===== config.mk =====
export PLATFORM = sky130hd
export DESIGN_NAME = hybrid_switch_voter
export DESIGN_NICKNAME = d
export VERILOG_FILES = /design/src/rtl/hsv_pkg.sv /design/src/rtl/hsv_slot_mux.sv /design/src/rtl/hsv_word_voter.sv /design/src/rtl/hsv_spare_ctrl.sv /design/src/rtl/hybrid_switch_voter.sv
export SDC_FILE = /design/constraint.sdc
export NUM_CORES = 1
export LEC_CHECK = 0
export BUFFER_PORTS_ARGS = -buffer_cell sky130_fd_sc_hd__clkbuf_2
export CAP_MARGIN = 20
export CORE_MARGIN = 4
export CORE_UTILIZATION = 45
export DETAILED_ROUTE_END_ITERATION = 10
export PLACE_DENSITY_LB_ADDON = 0.15
export RECOVER_POWER = 50
export SLEW_MARGIN = 30
export SYNTH_ARGS = -nofsm -noshare
export SYNTH_HDL_FRONTEND = slang
export SYNTH_SLANG_ARGS = --single-unit

===== constraint.sdc =====
create_clock -name clk -period 3.47 [get_ports clk]
set_input_delay 0.347 -clock clk [delete_from_list [all_inputs] [get_ports clk]]
set_output_delay 0.347 -clock clk [all_outputs]
set_load 0.02 [all_outputs]

===== src/rtl/hsv_pkg.sv =====
package hsv_pkg;

    localparam int ACTIVE = 3;

    typedef enum logic [1:0] {
        VOTE_UNANIMOUS = 2'd0,
        VOTE_DISSENT   = 2'd1,
        VOTE_SPLIT     = 2'd2
    } vote_kind_e;

    // index of the lowest set bit of a three-bit slot vector (0 when none)
    function automatic logic [1:0] lowest_slot(input logic [2:0] m);
        logic [1:0] r;
        r = 2'd0;
        if (m[0])      r = 2'd0;
        else if (m[1]) r = 2'd1;
        else if (m[2]) r = 2'd2;
        return r;
    endfunction

endpackage


===== src/rtl/hsv_slot_mux.sv =====
module hsv_slot_mux #(
    parameter int W     = 16,
    parameter int N_MOD = 5,
    parameter int IDXW  = 3
) (
    input  logic [N_MOD*W-1:0]              mod_data,
    input  logic [hsv_pkg::ACTIVE*IDXW-1:0] slot_map,
    output logic [W-1:0]                    slot_word [hsv_pkg::ACTIVE]
);
    for (genvar s = 0; s < hsv_pkg::ACTIVE; s++) begin : g_slot
        logic [IDXW-1:0] sel;
        assign sel = slot_map[s*IDXW +: IDXW];
        always_comb begin
            slot_word[s] = '0;
            for (int m = 0; m < N_MOD; m++) begin
                if (sel == IDXW'(m)) slot_word[s] = mod_data[m*W +: W];
            end
        end
    end
endmodule


===== src/rtl/hsv_word_voter.sv =====
module hsv_word_voter #(
    parameter int W = 16
) (
    input  logic [W-1:0]       slot_word [hsv_pkg::ACTIVE],
    output logic [W-1:0]       vote,
    output hsv_pkg::vote_kind_e kind,
    output logic [2:0]         dissent
);
    logic eq01, eq02, eq12;

    assign eq01 = (slot_word[0] == slot_word[1]);
    assign eq02 = (slot_word[0] == slot_word[2]);
    assign eq12 = (slot_word[1] == slot_word[2]);

    always_comb begin
        if (eq01 || eq02)      vote = slot_word[0];
        else if (eq12)         vote = slot_word[1];
        else                   vote = slot_word[0];

        if (eq01 && eq02)              kind = hsv_pkg::VOTE_UNANIMOUS;
        else if (eq01 || eq02 || eq12) kind = hsv_pkg::VOTE_DISSENT;
        else                           kind = hsv_pkg::VOTE_SPLIT;

        dissent = '0;
        if (kind == hsv_pkg::VOTE_DISSENT) begin
            for (int s = 0; s < hsv_pkg::ACTIVE; s++)
                dissent[s] = (slot_word[s] != vote);
        end
    end
endmodule


===== src/rtl/hsv_spare_ctrl.sv =====
module hsv_spare_ctrl #(
    parameter int N_MOD = 5,
    parameter int IDXW  = 3
) (
    input  logic                            clk,
    input  logic                            rst,
    input  logic [2:0]                      dissent,
    output logic [hsv_pkg::ACTIVE*IDXW-1:0] slot_map,
    output logic [N_MOD-1:0]                failed_mask,
    output logic                            exhausted
);
    localparam int CW = $clog2(N_MOD + 1);

    logic [IDXW-1:0] map_q [hsv_pkg::ACTIVE];
    logic [CW-1:0]   next_q;
    logic [N_MOD-1:0] failed_q;
    logic            can_swap;
    logic [1:0]      victim;

    assign exhausted = (next_q == CW'(N_MOD));
    assign can_swap  = (|dissent) && !exhausted;
    assign victim    = hsv_pkg::lowest_slot(dissent);

    always_ff @(posedge clk) begin
        if (rst) begin
            for (int s = 0; s < hsv_pkg::ACTIVE; s++) map_q[s] <= IDXW'(s);
            next_q   <= CW'(hsv_pkg::ACTIVE);
            failed_q <= '0;
        end else if (can_swap) begin
            failed_q[map_q[victim]] <= 1'b1;
            map_q[victim]           <= IDXW'(next_q);
            next_q                  <= next_q + CW'(1);
        end
    end

    for (genvar s = 0; s < hsv_pkg::ACTIVE; s++) begin : g_flat
        assign slot_map[s*IDXW +: IDXW] = map_q[s];
    end
    assign failed_mask = failed_q;
endmodule


===== src/rtl/hybrid_switch_voter.sv =====
module hybrid_switch_voter #(
    parameter  int W     = 16,
    parameter  int S     = 2,
    localparam int N_MOD = hsv_pkg::ACTIVE + S,
    localparam int IDXW  = $clog2(N_MOD)
) (
    input  logic                  clk,
    input  logic                  rst,
    input  logic [N_MOD*W-1:0]    mod_data,
    output logic [W-1:0]          voted,
    output logic                  no_majority,
    output logic [3*IDXW-1:0]     slot_map,
    output logic [N_MOD-1:0]      failed_mask,
    output logic                  spares_exhausted
);
    logic [W-1:0]        slot_word [hsv_pkg::ACTIVE];
    logic [W-1:0]        vote;
    hsv_pkg::vote_kind_e kind;
    logic [2:0]          dissent;

    hsv_slot_mux #(.W(W), .N_MOD(N_MOD), .IDXW(IDXW)) mux_i (
        .mod_data (mod_data),
        .slot_map (slot_map),
        .slot_word(slot_word)
    );

    hsv_word_voter #(.W(W)) voter_i (
        .slot_word(slot_word),
        .vote     (vote),
        .kind     (kind),
        .dissent  (dissent)
    );

    hsv_spare_ctrl #(.N_MOD(N_MOD), .IDXW(IDXW)) ctrl_i (
        .clk        (clk),
        .rst        (rst),
        .dissent    (dissent),
        .slot_map   (slot_map),
        .failed_mask(failed_mask),
        .exhausted  (spares_exhausted)
    );

    always_ff @(posedge clk) begin
        if (rst) begin
            voted       <= '0;
            no_majority <= 1'b0;
        end else begin
            voted       <= vote;
            no_majority <= (kind == hsv_pkg::VOTE_SPLIT);
        end
    end
endmodule


After elaboration in Yosys (flattened, before gate mapping) --
Memories as Yosys holds them, arrays and structs flattened. Cells that the tools add are included. W data, S select, Z words.
Word-level totals: memory bits (writable) 9, bits of input ports 82, memories 1, logic and storage cells 74, bits in registers 25
Operators by class: muxes and demuxes 33, add/subtract/negate cells 1, bitwise gates (word level) 1, $lt $le $gt $ge 2, equality and inequality tests 21, reduce and logical (&&, ||, !) cells 11
Memories:
- ctrl_i.map_q | words 3, bits a word 3, rd ports 4, clocked after Yosys merged registers in 0, write ports 3, RTL line hsv_spare_ctrl.sv:14 | logic [IDXW-1:0] map_q [hsv_pkg::ACTIVE];
Operators by type and width (number):
- $mux W16 | 17
- $eq A16 B16 Y1 | 3
- $ne A16 B16 Y1 | 3
- $eq A3 B2 Y1 const B | 6
- $eq A3 B3 Y1 const B | 4
- $mux W2 | 6
- $eq A3 B1 Y1 const B | 3
- $logic_not A3 Y1 | 3
- $mux W1 | 7
- $mux W3 | 2
- $reduce_or A3 Y1 | 2
- $or A5 B5 Y5 | 1
- $lt A3 B4 Y1 const B | 1
- $add A3 B1 Y3 const B | 1
- $demux W1 S3 | 1
- $ge A3 B1 Y1 const B | 1
- $logic_and A1 B1 Y1 | 3
- $eq A2 B1 Y1 const B | 1
- $eq A2 B2 Y1 const B | 1
- $logic_or A1 B1 Y1 | 2
- $logic_not A1 Y1 | 1

Depth between registers and ports, before layout --
Gate-level depths: netlist of the first run. An unclocked memory read counts as a cell.
depth after elaboration 22, depth in mapped cells 14, gate-level depth less buffers 10

By module --
Synthesis of the first run repeated with hierarchy kept, for this count alone.
Second synthesis, totals: cell total of the unflattened synthesis 463, area, all modules 4120.2 sq um
By module, submodules not included:
- hsv_slot_mux | area an instance 1939.4 sq um, cells an instance 257, seq. area each 0.0 sq um, times used 1
- hsv_word_voter | area an instance 873.3 sq um, cells an instance 95, seq. area each 0.0 sq um, times used 1
- hsv_spare_ctrl | area an instance 837.1 sq um, cells an instance 76, seq. area each 430.4 sq um, times used 1
- hybrid_switch_voter | area an instance 470.5 sq um, cells an instance 35, seq. area each 340.3 sq um, times used 1

Worst setup path before layout of the first run --
No wires, ideal clock.
kind reg2reg, start mem ctrl_i.map_q[2][0], end mem ctrl_i.map_q[1][0] (data pin), clock period less this slack 3230 ps, data arrival time 2971 ps, cell stages (with the launch flop) 14, slack 240 ps, path buffers 5, library setup time 259 ps, cells stage by stage edfxtp_1 buf_4 buf_6 nor3b_2 a21oi_1 xnor2_1 nand3_1 nor4_2 and4_1 clkbuf_1 buf_4 buf_2 nand3_1 or2_1
RTL lines (RTL line):
- start: declaration | hsv_spare_ctrl.sv:14

==> flow_summary.json, run 1 <==
{
  "die-area_um2": 10900,
  "synth_xor_area_frac": 0.101,
  "cts_sinks": 34,
  "crit_required_ps": 3660,
  "ys_seq_elements": 34,
  "leakage_nw": 2.37,
  "drt_iter0_drc": 339,
  "cts_root_buffer": "clkbuf_8",
  "rows": 34,
  "dr.pass1.iters": 5,
  "critPathKind": "reg2reg",
  "dp_cells": 738,
  "p_per_area_nw_per_um2": 226,
  "async_flop_share": 0,
  "synth_area_um2": 4170,
  "synth_top_area_share": 0.166,
  "period_needed_ps": 3320,
  "hold_buffers": 0,
  "globalplace.congestion": 0.926,
  "regToRegSetupSlack_ps": 150,
  "ant_nets": 0,
  "syn_nets": 581,
  "core_um2": 8890,
  "drive_above_1_share": 0.330,
  "synth_edf_count": 9,
  "endpoint_kind": "register",
  "worst_r2r_path_depth": 12,
  "ios": 114,
  "drv_cap": 0,
  "synth_area_leaders": "mux2i_1 (17%), dfxtp_1 (12%), xor2_1 (7.1%), edfxtp_1 (6.5%), mux2_2 (3.8%)",
  "grt_pass1_wl_mm": 24.8,
  "grt_pass1_vias": 4436,
  "dp_hpwl_mm": 12.8,
  "n_fill_cell": 810,
  "start_util": 0.469,
  "track_usage": 0.284,
  "holdCritStartpoint": "ctrl_i.failed_mask[0]$_SDFFE_PP0P_",
  "yosys.area_share.adder": 0.00600,
  "synthDistinctLibCells": 70,
  "die_w_um": 104,
  "regArea_um2": 771,
  "r2r_end": "ctrl_i.failed_mask[3]$_SDFFE_PP0P_",
  "post-route-util": 0.614,
  "status": "completed",
  "peakVddDrop_uv": 262,
  "r2r-start": "ctrl_i.map_q[0][0]$_SDFFCE_PN0P_",
  "yosys_warnings": 0,
  "holdPathStages": 2,
  "synth_top_family_by_area": "compound AO/OA/AOI/OAI gates",
  "maxSlewViolCount": 0,
  "final_net_count": 734,
  "startpoint_type": "register",
  "final_cells": 759,
  "post-route-period-util": 0.957,
  "cts_buffer_depth": 2,
  "max_freq_ghz": 0.301,
  "grt_max_degree": 34,
  "power_mw": 1.23,
  "ys_seq_area_frac": 0.185,
  "syn2layout_area_growth_pct": 31.0,
  "path_clk_slew_ps": 80,
  "cts_tree": "yes",
  "cts_buffers": 5,
  "synthSimpleGateAreaFrac": 0.174,
  "numPortBuffers": 113,
  "clkLatencyLatePin_ps": 290,
  "yosysTopAreaCell": "mux2i_1",
  "setup_viol": 0,
  "antennaDiodeCount": 0,
  "postSynthAreaPerCell_um2": 8.39,
  "crit_path_max_fanout": 18,
  "cp.arrival_ps": 3510,
  "die_y_um": 104,
  "hold-path-endpoint": "ctrl_i.failed_mask[0]$_SDFFE_PP0P_",
  "htreeDepth": 2,
  "via_count": 4713,
  "antenna_found_initial": 0,
  "clock_skew_ps": 10.4,
  "synthMuxAreaShare": 0.220,
  "holdCritPathClass": "reg2reg",
  "vias_per_cell": 6.21,
  "tightest_slew_ps": 551,
  "syn_inst": 497,
  "grt-ovfl-total": 0,
  "drc": 0,
  "synth_compound_area_frac": 0.248,
  "finalHoldViolCount": 0,
  "multi_input_area_um2": 3200,
  "wl_per_cell_um": 21.9,
  "ys.flop_type": "dfxtp_1",
  "relSlewSlack": 0.630,
  "wirelength_mm": 16.6
}
[critical path, stage by stage (launching register included)]
cell and delay (ps):
edfxtp_1 420, buf_4 170, buf_12 150, nand2b_1 150
a21oi_1 190, o22ai_2 140, xnor2_1 260, nand3_1 240
nor4_4 360, nand4_1 190, and3_1 210, o31a_1 360
o41ai_1 370
[area by class of cell]
class / instances / share of cell area
clock inverter: 1 / 0.000916
multi-input combinational: 415 / 0.586
tap: 108 / 0.0247
inverter: 6 / 0.00412
sequential: 34 / 0.141
timing repair buffer: 188 / 0.227
clock buffer: 7 / 0.0158
[metrics by stage]
step,worst slack [ps],setup TNS [ps],hold slack (ps),instance area [um^2]
2_1_floorplan,240,0,517,4170
3_3_place_gp,-80.9,-388,436,5160
3_5_place_dp,-119,-454,439,5160
4_1_cts,1.14,0,460,5250
5_1_grt,-81.5,-271,471,5460
6_report,148,0,455,5460
[synthesized netlist by cell type (all sizes together) (7+ instances only)]
cell type  instances
a21oi             29
a22oi              7
and3              11
buf               32
clkbuf            10
dfxtp             25
edfxtp             9
mux2              18
mux2i             69
nand2             13
nand3             15
nor2              32
nor2b             11
nor3               9
nor4               7
o21ai             31
o22ai             14
o2bb2ai            8
xnor2             14
xor2              34
[worst max-delay path by stage]
| stage | cells past startpoint | slack, ps | end | from |
|---|---|---|---|---|
| finish | 12 | 150 | ctrl_i.failed_mask[3]$_SDFFE_PP0P_ | ctrl_i.map_q[0][0]$_SDFFCE_PN0P_ |
| global route | 13 | -80 | ctrl_i.failed_mask[2]$_SDFFE_PP0P_ | ctrl_i.map_q[2][2]$_SDFFCE_PN0P_ |
| CTS | 10 | 1 | ctrl_i.failed_mask[1]$_SDFFE_PP0P_ | ctrl_i.map_q[0][2]$_SDFFCE_PN0P_ |
| detailed placement | 10 | -120 | ctrl_i.failed_mask[2]$_SDFFE_PP0P_ | ctrl_i.map_q[0][2]$_SDFFCE_PN0P_ |
| global placement | 10 | -80 | ctrl_i.failed_mask[0]$_SDFFE_PP0P_ | ctrl_i.map_q[0][2]$_SDFFCE_PN0P_ |
| floorplan | 13 | 240 | ctrl_i.map_q[1][0]$_SDFFCE_PN1P_ | ctrl_i.map_q[2][0]$_SDFFCE_PN0P_ |
[registers in the layout, summed over array words and instances (netlist names)]
signal / count
no_majority: 1
ctrl_i.map_q: 9
ctrl_i.next_q: 3
voted: 16
ctrl_i.failed_mask: 5
[per-layer routing]
| metal | track usage | part of all wire | vias up |
|---|---|---|---|
| li1 | - | - | 2204 |
| met4 | 0.0712 | 0.024 | 0 |
| met3 | 0.0459 | 0.081 | 33 |
| met2 | 0.440 | 0.45 | 231 |
| met1 | 0.410 | 0.45 | 2245 |
| met5 | 0 | 0 | - |
[layout by cell type (no fill, tap or decap), types with 6 or more instances in the layout]
cell and count:
edfxtp_1 9, dfxtp_1 25, o22ai_1 13, nor2_1 30
o21ai_0 21, clkbuf_1 24, clkbuf_8 6, mux2i_1 69
nand3_1 15, and3b_1 6, mux2_2 14, a32oi_1 6
nor2b_1 9, and3_1 11, o21ai_1 10, o2bb2ai_1 8
nand4_1 6, xnor2_1 14, clkbuf_2 91, buf_12 7
a21oi_1 25, buf_4 63, nand2_1 13, nor3_1 8
xor2_1 34, a22oi_1 6
[where the power goes]
group / internal, mW / switching, mW / leakage (nW)
logic: 0.212 / 0.282 / 2.03
registers: 0.422 / 0.00858 / 0.291
clock network: 0.160 / 0.148 / 0.0482
[logic make-up (layout without fill, tap and decap cells)]
family	after synthesis	count (layout)
AOI/OAI and AO/OA	149	149
and+or+nand+nor	128	128
muxes	88	88
xor gates and xnor gates	48	48
buffers and inverters	48	202
DFF	34	34
adders and majority gates	2	2
[repair_timing]
action	in CTS	in global routing
resized for setup	1	18
buffers inserted	0	10
pin swaps	0	2
setup endpoints to repair	6	29
gates cloned	0	3
No activity file was read; power rests on OpenSTA's default activity.
==> run 2: changes to the inputs <==
--- a/config.mk
+++ b/config.mk
@@ -9,6 +9,7 @@
 export CAP_MARGIN = 20
 export CORE_MARGIN = 4
 export CORE_UTILIZATION = 45
+export CTS_BUF_LIST = sky130_fd_sc_hd__clkbuf_4 sky130_fd_sc_hd__clkbuf_8
 export DETAILED_ROUTE_END_ITERATION = 10
 export PLACE_DENSITY_LB_ADDON = 0.15
 export RECOVER_POWER = 50
==> flow_summary.json, run 2 (same netlist as run 1, synthesis figures left out) <==
{
  "status": "completed",
  "r2r_end": "ctrl_i.failed_mask[3]$_SDFFE_PP0P_",
  "syn2layout_area_growth_pct": 31.2,
  "holdCritPathClass": "reg2reg",
  "die_w_um": 104,
  "ios": 114,
  "ant_nets": 0,
  "crit_path_cell_trace": "buf_4 -> buf_12 -> nand2b_1 -> a21oi_1 -> o22ai_2 -> xnor2_1 -> nand3_1 -> nor4_4 -> nand4_1 -> and3_1 -> o31a_1 -> o41ai_1",
  "dp_hpwl_mm": 12.8,
  "drt_iter0_drc": 329,
  "top_register": "voted",
  "layout_common_cells": "clkbuf_2 (91), mux2i_1 (69), buf_4 (63), xor2_1 (34), nor2_1 (30)",
  "grt-ovfl-total": 0,
  "vias_per_cell": 6.16,
  "peakVddDrop_uv": 262,
  "max_freq_ghz": 0.300,
  "via_count": 4674,
  "rows": 34,
  "n_fill_cell": 809,
  "drive_above_1_share": 0.333,
  "core_um2": 8890,
  "holdCritStartpoint": "ctrl_i.failed_mask[0]$_SDFFE_PP0P_",
  "crit_required_ps": 3660,
  "critPathMaxStageDelay_ps": 420,
  "cts_buffers": 5,
  "clock_skew_ps": 10.6,
  "startpoint_type": "register",
  "globalplace.congestion": 0.926,
  "die_y_um": 104,
  "die-area_um2": 10900,
  "numPortBuffers": 113,
  "cts_sinks": 34,
  "power_frac_comb": 0.398,
  "wl_per_cell_um": 21.9,
  "cts_root_buffer": "clkbuf_8",
  "switching_power_mw": 0.441,
  "clkLatencyLatePin_ps": 290,
  "regToRegSetupSlack_ps": 130,
  "post-route-period-util": 0.962,
  "antenna_found_initial": 0,
  "cp.arrival_ps": 3530,
  "finalHoldViolCount": 0,
  "htreeDepth": 2,
  "tightest_slew_ps": 530,
  "final_common_cell": "clkbuf_2",
  "antennaDiodeCount": 0,
  "switching_share": 0.355,
  "endpoint_kind": "register",
  "cp_num_buf_inv": 2,
  "setup_tns_ps": 0,
  "grt_pass1_vias": 4438,
  "r2r-start": "ctrl_i.map_q[0][0]$_SDFFCE_PN0P_",
  "cts_tree": "yes",
  "setup_viol": 0,
  "drc": 0,
  "post-route-util": 0.615,
  "cts_buffer_depth": 2,
  "regArea_um2": 771,
  "p_per_area_nw_per_um2": 227,
  "path_clk_slew_ps": 70,
  "final_net_count": 734,
  "pwr-share-clk": 0.255,
  "multi_input_area_um2": 3210,
  "p_seq_frac": 0.346,
  "period_needed_ps": 3340,
  "largest_reg_flops": 16,
  "hold-path-endpoint": "ctrl_i.failed_mask[0]$_SDFFE_PP0P_",
  "final_cells": 759,
  "internal-power_mw": 0.802,
  "dr.pass1.iters": 4,
  "grt_max_degree": 34,
  "maxSlewViolCount": 0,
  "holdPathStages": 2,
  "worst_r2r_path_depth": 12,
  "drv_cap": 0,
  "start_util": 0.469,
  "grt_pass1_wl_mm": 24.9,
  "leakage_nw": 2.37,
  "hold_buffers": 0,
  "track_usage": 0.285,
  "cp_top_family": "simple AND/OR/NAND/NOR gates",
  "relSlewSlack": 0.643,
  "worst_path_max_delay_cell": "edfxtp_1",
  "dp_cells": 738,
  "wirelength_mm": 16.6,
  "crit_path_max_fanout": 18,
  "critPathKind": "reg2reg"
}
run 2: worst max path at each step:
stage | start | endpoint | slack (ps) | depth (start not counted)
3_3_place_gp | ctrl_i.map_q[0][2]$_SDFFCE_PN0P_ | ctrl_i.failed_mask[0]$_SDFFE_PP0P_ | -80 | 10
2_1_floorplan | ctrl_i.map_q[2][0]$_SDFFCE_PN0P_ | ctrl_i.map_q[1][0]$_SDFFCE_PN1P_ | 240 | 13
3_5_place_dp | ctrl_i.map_q[0][2]$_SDFFCE_PN0P_ | ctrl_i.failed_mask[2]$_SDFFE_PP0P_ | -120 | 10
5_1_grt | ctrl_i.map_q[2][2]$_SDFFCE_PN0P_ | ctrl_i.failed_mask[2]$_SDFFE_PP0P_ | -80 | 13
4_1_cts | ctrl_i.map_q[0][2]$_SDFFCE_PN0P_ | ctrl_i.failed_mask[1]$_SDFFE_PP0P_ | 1 | 10
6_report | ctrl_i.map_q[0][0]$_SDFFCE_PN0P_ | ctrl_i.failed_mask[3]$_SDFFE_PP0P_ | 130 | 12
run 2: what timing repair did:
| item | CTS | global route |
|---|---|---|
| gates cloned | 0 | 3 |
| setup buffers | 0 | 10 |
| resized for setup | 1 | 19 |
| setup endpoints to repair | 6 | 29 |
| pin swaps | 0 | 2 |
run 2: worst reg2reg max path: cells and delay by family, from the launching register on:
family	cells	cell delay [ps]
simple gates	5	1190
compound gates	4	1060
flops	1	420
buf+inv	2	320
xor+xnor	1	270
run 2: final cells by class:
type	count	area share
tap	108	0.0247
inverter	6	0.00412
sequential	34	0.141
timing repair buffer	188	0.227
multi-input combinational	415	0.586
clock inverter	1	0.000915
clock buffer	7	0.0165
run 2: power groups by stage:
stage	clock (mW)	sequential, mW	combinational (mW)
2_1_floorplan	0	0.456	0.255
3_3_place_gp	0	0.439	0.463
3_5_place_dp	0	0.440	0.463
4_1_cts	0.327	0.431	0.466
5_1_grt	0.346	0.432	0.533
6_report	0.317	0.430	0.495
run 2: metal layers:
metal	vias up	part of all wire	GRT usage
met5	-	0	0
met4	0	0.021	0.0712
met3	26	0.081	0.0459
met2	224	0.45	0.440
met1	2222	0.45	0.411
li1	2202	-	-
run 2: per-stage QoR:
stage               setup WS [ps]  power [mW]  area, um^2  hold WS, ps
global placement            -80.9       0.903        5160          436
global route                -81.5        1.31        5470          471
detailed placement           -119       0.903        5160          439
CTS                          1.14        1.22        5250          460
floorplan                     240       0.710        4170          517
finish                        133        1.24        5470          455
